**src/rtl/hwm_pkg.sv**
```systemverilog
package hwm_pkg;
  localparam int HALF_W = 16;
  localparam int WORD_W = 2 * HALF_W;

  // Apply one masked write word to a stored half-word.
  function automatic logic [HALF_W-1:0] merge_half(
    input logic [HALF_W-1:0] cur,
    input logic [WORD_W-1:0] word
  );
    logic [HALF_W-1:0] en;
    logic [HALF_W-1:0] val;
    en  = word[WORD_W-1:HALF_W];
    val = word[HALF_W-1:0];
    return (cur & ~en) | (val & en);
  endfunction
endpackage

```
**src/rtl/hwm_addr_decode.sv**
```systemverilog
module hwm_addr_decode #(
  parameter int NUM_REGS = 8,
  parameter int ADDR_W   = 3
) (
  input  logic              wr_en,
  input  logic [ADDR_W-1:0] addr,
  output logic [NUM_REGS-1:0] hit
);
  for (genvar i = 0; i < NUM_REGS; i++) begin : g_hit
    assign hit[i] = wr_en && (int'(addr) == i);
  end

  always_comb begin
    assert ($onehot0(hit)) else $error("assert_single_target_R9 failed");
  end
endmodule

```
**src/rtl/hwm_reg_cell.sv**
```systemverilog
module hwm_reg_cell
  import hwm_pkg::*;
#(
  parameter logic [HALF_W-1:0] RST_VAL = '0
) (
  input  logic              clk,
  input  logic              rst_n,
  input  logic              wr_hit,
  input  logic [WORD_W-1:0] wr_word,
  output logic [HALF_W-1:0] q
);
  always_ff @(posedge clk) begin
    if (!rst_n)      q <= RST_VAL;
    else if (wr_hit) q <= merge_half(q, wr_word);
  end

  assert_reset_value_R1: assert property (@(posedge clk) disable iff (!rst_n)
    !$past(rst_n) |-> (q == RST_VAL));

  assert_enabled_follow_R2: assert property (@(posedge clk) disable iff (!rst_n)
    ($past(rst_n) && $past(wr_hit)) |->
      ((q & $past(wr_word[WORD_W-1:HALF_W])) ==
       ($past(wr_word[HALF_W-1:0]) & $past(wr_word[WORD_W-1:HALF_W]))));

  assert_unmasked_hold_R4: assert property (@(posedge clk) disable iff (!rst_n)
    ($past(rst_n) && $past(wr_hit)) |->
      (((q ^ $past(q)) & ~$past(wr_word[WORD_W-1:HALF_W])) == '0));

  assert_idle_stable_R5: assert property (@(posedge clk) disable iff (!rst_n)
    ($past(rst_n) && !$past(wr_hit)) |-> $stable(q));
endmodule

```
**src/rtl/hwm_read_mux.sv**
```systemverilog
module hwm_read_mux
  import hwm_pkg::*;
#(
  parameter int NUM_REGS = 8,
  parameter int ADDR_W   = 3
) (
  input  logic [ADDR_W-1:0]          addr,
  input  logic [NUM_REGS*HALF_W-1:0] regs,
  output logic [WORD_W-1:0]          rd_data
);
  logic [HALF_W-1:0] sel;

  always_comb begin
    sel = '0;
    for (int i = 0; i < NUM_REGS; i++) begin
      if (int'(addr) == i) sel = regs[i*HALF_W +: HALF_W];
    end
    rd_data = {{(WORD_W-HALF_W){1'b0}}, sel};
  end
endmodule

```
**src/rtl/hwm_ctrl_bank.sv**
```systemverilog
module hwm_ctrl_bank
  import hwm_pkg::*;
#(
  parameter int NUM_REGS = 8,
  parameter int ADDR_W   = (NUM_REGS > 1) ? $clog2(NUM_REGS) : 1,
  parameter logic [NUM_REGS*HALF_W-1:0] RST_VALS = '0
) (
  input  logic                       clk,
  input  logic                       rst_n,
  input  logic                       wr_en,
  input  logic [ADDR_W-1:0]          addr,
  input  logic [WORD_W-1:0]          wr_data,
  output logic [WORD_W-1:0]          rd_data,
  output logic [NUM_REGS*HALF_W-1:0] ctrl_out
);
  localparam int BANK_W = NUM_REGS * HALF_W;

  logic [NUM_REGS-1:0] hit;
  logic [BANK_W-1:0]   bank_q;

  hwm_addr_decode #(.NUM_REGS(NUM_REGS), .ADDR_W(ADDR_W)) u_dec (
    .wr_en (wr_en),
    .addr  (addr),
    .hit   (hit)
  );

  for (genvar i = 0; i < NUM_REGS; i++) begin : g_reg
    hwm_reg_cell #(.RST_VAL(RST_VALS[i*HALF_W +: HALF_W])) u_cell (
      .clk     (clk),
      .rst_n   (rst_n),
      .wr_hit  (hit[i]),
      .wr_word (wr_data),
      .q       (bank_q[i*HALF_W +: HALF_W])
    );
  end

  hwm_read_mux #(.NUM_REGS(NUM_REGS), .ADDR_W(ADDR_W)) u_rd (
    .addr    (addr),
    .regs    (bank_q),
    .rd_data (rd_data)
  );

  assign ctrl_out = bank_q;

  assert_upper_zero_R7: assert property (@(posedge clk) disable iff (!rst_n)
    rd_data[WORD_W-1:HALF_W] == '0);

  assert_oob_read_zero_R9: assert property (@(posedge clk) disable iff (!rst_n)
    (int'(addr) >= NUM_REGS) |-> (rd_data == '0));

  assert_oob_write_none_R9: assert property (@(posedge clk) disable iff (!rst_n)
    ($past(rst_n) && $past(wr_en) && (int'($past(addr)) >= NUM_REGS)) |->
      $stable(bank_q));
endmodule

```
**config.mk**
```make
export PLATFORM = sky130hd
export DESIGN_NAME = hwm_ctrl_bank
export DESIGN_NICKNAME = d
export VERILOG_FILES = /design/src/rtl/hwm_pkg.sv /design/src/rtl/hwm_addr_decode.sv /design/src/rtl/hwm_reg_cell.sv /design/src/rtl/hwm_read_mux.sv /design/src/rtl/hwm_ctrl_bank.sv
export SDC_FILE = /design/constraint.sdc
export NUM_CORES = 1
export LEC_CHECK = 0
export ABC_AREA = 0
export BUFFER_PORTS_ARGS = -buffer_cell sky130_fd_sc_hd__buf_2
export CAP_MARGIN = 15
export CORE_AREA = 4 4 131 133
export DETAILED_ROUTE_END_ITERATION = 10
export DIE_AREA = 0 0 135 137
export GPL_ROUTABILITY_DRIVEN = 1
export GPL_TIMING_DRIVEN = 0
export SLEW_MARGIN = 5
export SYNTH_ARGS = -nofsm -noshare
export SYNTH_HDL_FRONTEND = slang
export SYNTH_SLANG_ARGS = --single-unit
```
**constraint.sdc**
```tcl
create_clock -name clk -period 4.66 [get_ports clk]
set_clock_uncertainty 0.2 [all_clocks]
set_input_delay 0.932 -clock clk [delete_from_list [all_inputs] [get_ports clk]]
set_output_delay 0.932 -clock clk [all_outputs]
set_load 0.03 [all_outputs]
```
==> impl_results.md <==
- Status: complete, no violations
- CTS tree: done
- Pre-Repair DR Iteration Count: 5
- Grt ovf: 0
- Peak VDD IR: 0.0002803 V
- Die height: 137 um
- EDFF count, synth: 0
- WHS Path Cells: 2
- Core Area: 0.01583 sq mm
- Cell family with most CP delay: buffers and inverters
- Routability-driven placement congestion ratio: 0.8674
- Crit. End Element: output port
- CTS Buffer Depth: 2
- Post-route ant nets: 0
- Worst hold path type: flip-flop to flip-flop
- Largest net degree at the start of global routing: 17
- # resized after CTS: 0
- Crit-path max FO: 10
- CTS H-tree depth: 4
- Cell taking the most area after synthesis: dfxtp_1
- PortBufs: 149
- Top FF cell, synth: dfxtp_1
- Setup-failing EPs final: 0
- Top post-synthesis cells by area: dfxtp_1, a21oi_1, nand3_1
- Min Tclk post-route: 3.760 ns
- # hold bufs at CTS: 0
- Remaining DRCs: 0
- CP Launch Point: addr[1]
- Post-Place Setup Slack: 0.9442 ns
- Antenna violations before repair: 0
- Sinks on Clock Net: 128
- Cells along the critical path: buf_2 -> buf_6 -> buf_12 -> buf_2 -> mux4_2 -> mux2_2 -> buf_2
- Kind of critical path: input pin to output port
- Relative slew margins: 0.3701
- Later-pin clock latency in the skew report: 0.42 ns
- Num CTS Buffers: 17
- Least-Margin Pin Slew: 0.9449 ns
- Leakage: 3.345 nW
- Asr flop ratio synth: 0
- Filler Cell Count: 1599
- Crit-path max cell delay: 0.37 ns
- Avg Inst Size Synth: 8.526 sq um
- Ports: 198
- Setup TNS: 0 ns
- Power per cell area: 351.8 mW/mm^2
- Die area: 0.01850 sq mm
- Vias in the first global route: 6031
- Die Wd: 135 um
- GRT Total Usage: 0.2837
- Synth warn: 0
- Max Slew Vio Count: 0
- First-pass GRT wire length: 38.72 mm
- Initial core utilization: 0.4002
- Nets: 964
- Most frequent CP cell: buf_2
- Worst R2R Setup Slack: 3.69 ns
- Via Count: 6895
- Worst path buffer plus inverter count: 5
- Final Hold Fails: 0
- Top cell type's share of synthesized area: 0.4045
- Yosys reg bits: 128
- Drt via density: 5.970
- Synth cell types: 40
- Number of max-cap violations: 0
- Fraction of final layout cells sized beyond drive strength 1: 0.2886
- Crit start category: input pin
- Fin crit share: 0.8069
- Post-CTS Repair Setup Buffers: 0
- Detailed Route WL: 27.22 mm
- Syn Inst Count: 743
- Clock slew at reported path FFs: 0.05 ns
- Rows: 46
- Routed len/inst: 23.57 um
- Worst Path Required: 3.53 ns
- Root buf cell: clkbuf_16
- Post-synth top cells: a21oi_1, dfxtp_1, nand3_1
- Unrepaired setup endpoints after global routing: false
- Cell Area, Placed: 0.007407 sq mm
- Max frequency: 265.9 MHz
- Seq/Total Area, Yosys: 0.4045
- CP max-delay cell: mux4_2
- Ant. Diodes: 0
- FF-to-FF path depth: 2
- Post-DP HPWL: 17.99 mm
- Synthesized area: 0.006335 sq mm
- Final WS setup: 0.8996 ns
- Design area: 0.008013 sq mm
- CP arrival: 2.63 ns
- Final Power: 0.002819 W
- DRT iter0 DRCs: 981
- Area grow syn2layout: 26.49%
[cell type report]
cell class,instances,area (sq um),share of cell area
plain buffers,103,575.6,0.07183
flip-flops and latches,128,2562,0.3198
clock buffers,18,439.2,0.05481
multi-input cells,503,3163,0.3948
clock inverters,14,166.4,0.02077
inverters,24,90.09,0.01124
repair buffers,149,745.7,0.09307
well taps,216,270.3,0.03373
[per-stage QoR]
step                      instances  utilization  hold WS, ns
final                          1155       0.5062       0.2872
after floorplan                 758            -       0.4137
after global placement         1123       0.4680       0.2741
after detailed placement       1123       0.4680       0.2809
after global routing           1155       0.5062       0.3051
after CTS                      1155       0.5062       0.2882
[kinds of logic (layout without fill, tap and decap cells)]
group,Yosys count,count (layout),synth area share
and+or+nand+nor,166,166,0.1497
AOI/OAI and AO/OA,278,278,0.2305
other,1,16,0.0005920
buffers and inverters,127,308,0.1051
DFF,128,128,0.4045
muxes,43,43,0.1096
[worst reg2reg max path, delay by kind of cell, from the launching register on]
family / cells / cell delay [ns]
flip-flops: 1 / 0.38
AO/OA/AOI/OAI: 2 / 0.30
[per-layer routing]
layer	up-vias	GRT usage	share of wire
met5	-	0	0
met4	0	0.1019	0.028
met3	61	0.05919	0.11
met2	469	0.4414	0.47
met1	3323	0.3913	0.40
li1	3042	-	-
[cell usage in the layout (no fill, tap or decap), drive strengths merged, types with 6 or more instances in the layout]
cell and instances:
mux2 10, dfxtp 128, a21oi 128, o221ai 6, buf 212, clkbuf 58, nor2 6, mux2i 15
inv 24, o21ai 131, conb 16, nand3 128, mux4 18, nand4b 8, clkinv 7
[how the worst max path moves through the flow]
| stage | endpoint | slack [ns] | depth (start not counted) |
|---|---|---|---|
| 2_1_floorplan | rd_data[1] | 1.44 | 4 |
| 3_3_place_gp | rd_data[5] | 0.93 | 7 |
| 3_5_place_dp | rd_data[5] | 0.94 | 7 |
| 4_1_cts | rd_data[5] | 0.95 | 7 |
| 5_1_grt | rd_data[5] | 0.82 | 7 |
| 6_report | rd_data[13] | 0.90 | 7 |
[power by group]
| part | internal (W) | switching, W | leakage [nW] |
|---|---|---|---|
| logic | 0.0000870 | 0.000237 | 2.02 |
| registers | 0.00111 | 0.0000119 | 1.03 |
| clock network | 0.000852 | 0.000522 | 0.288 |
| total | 0.00205 | 0.000771 | 3.35 |
(Power assumes the default switching activity.)
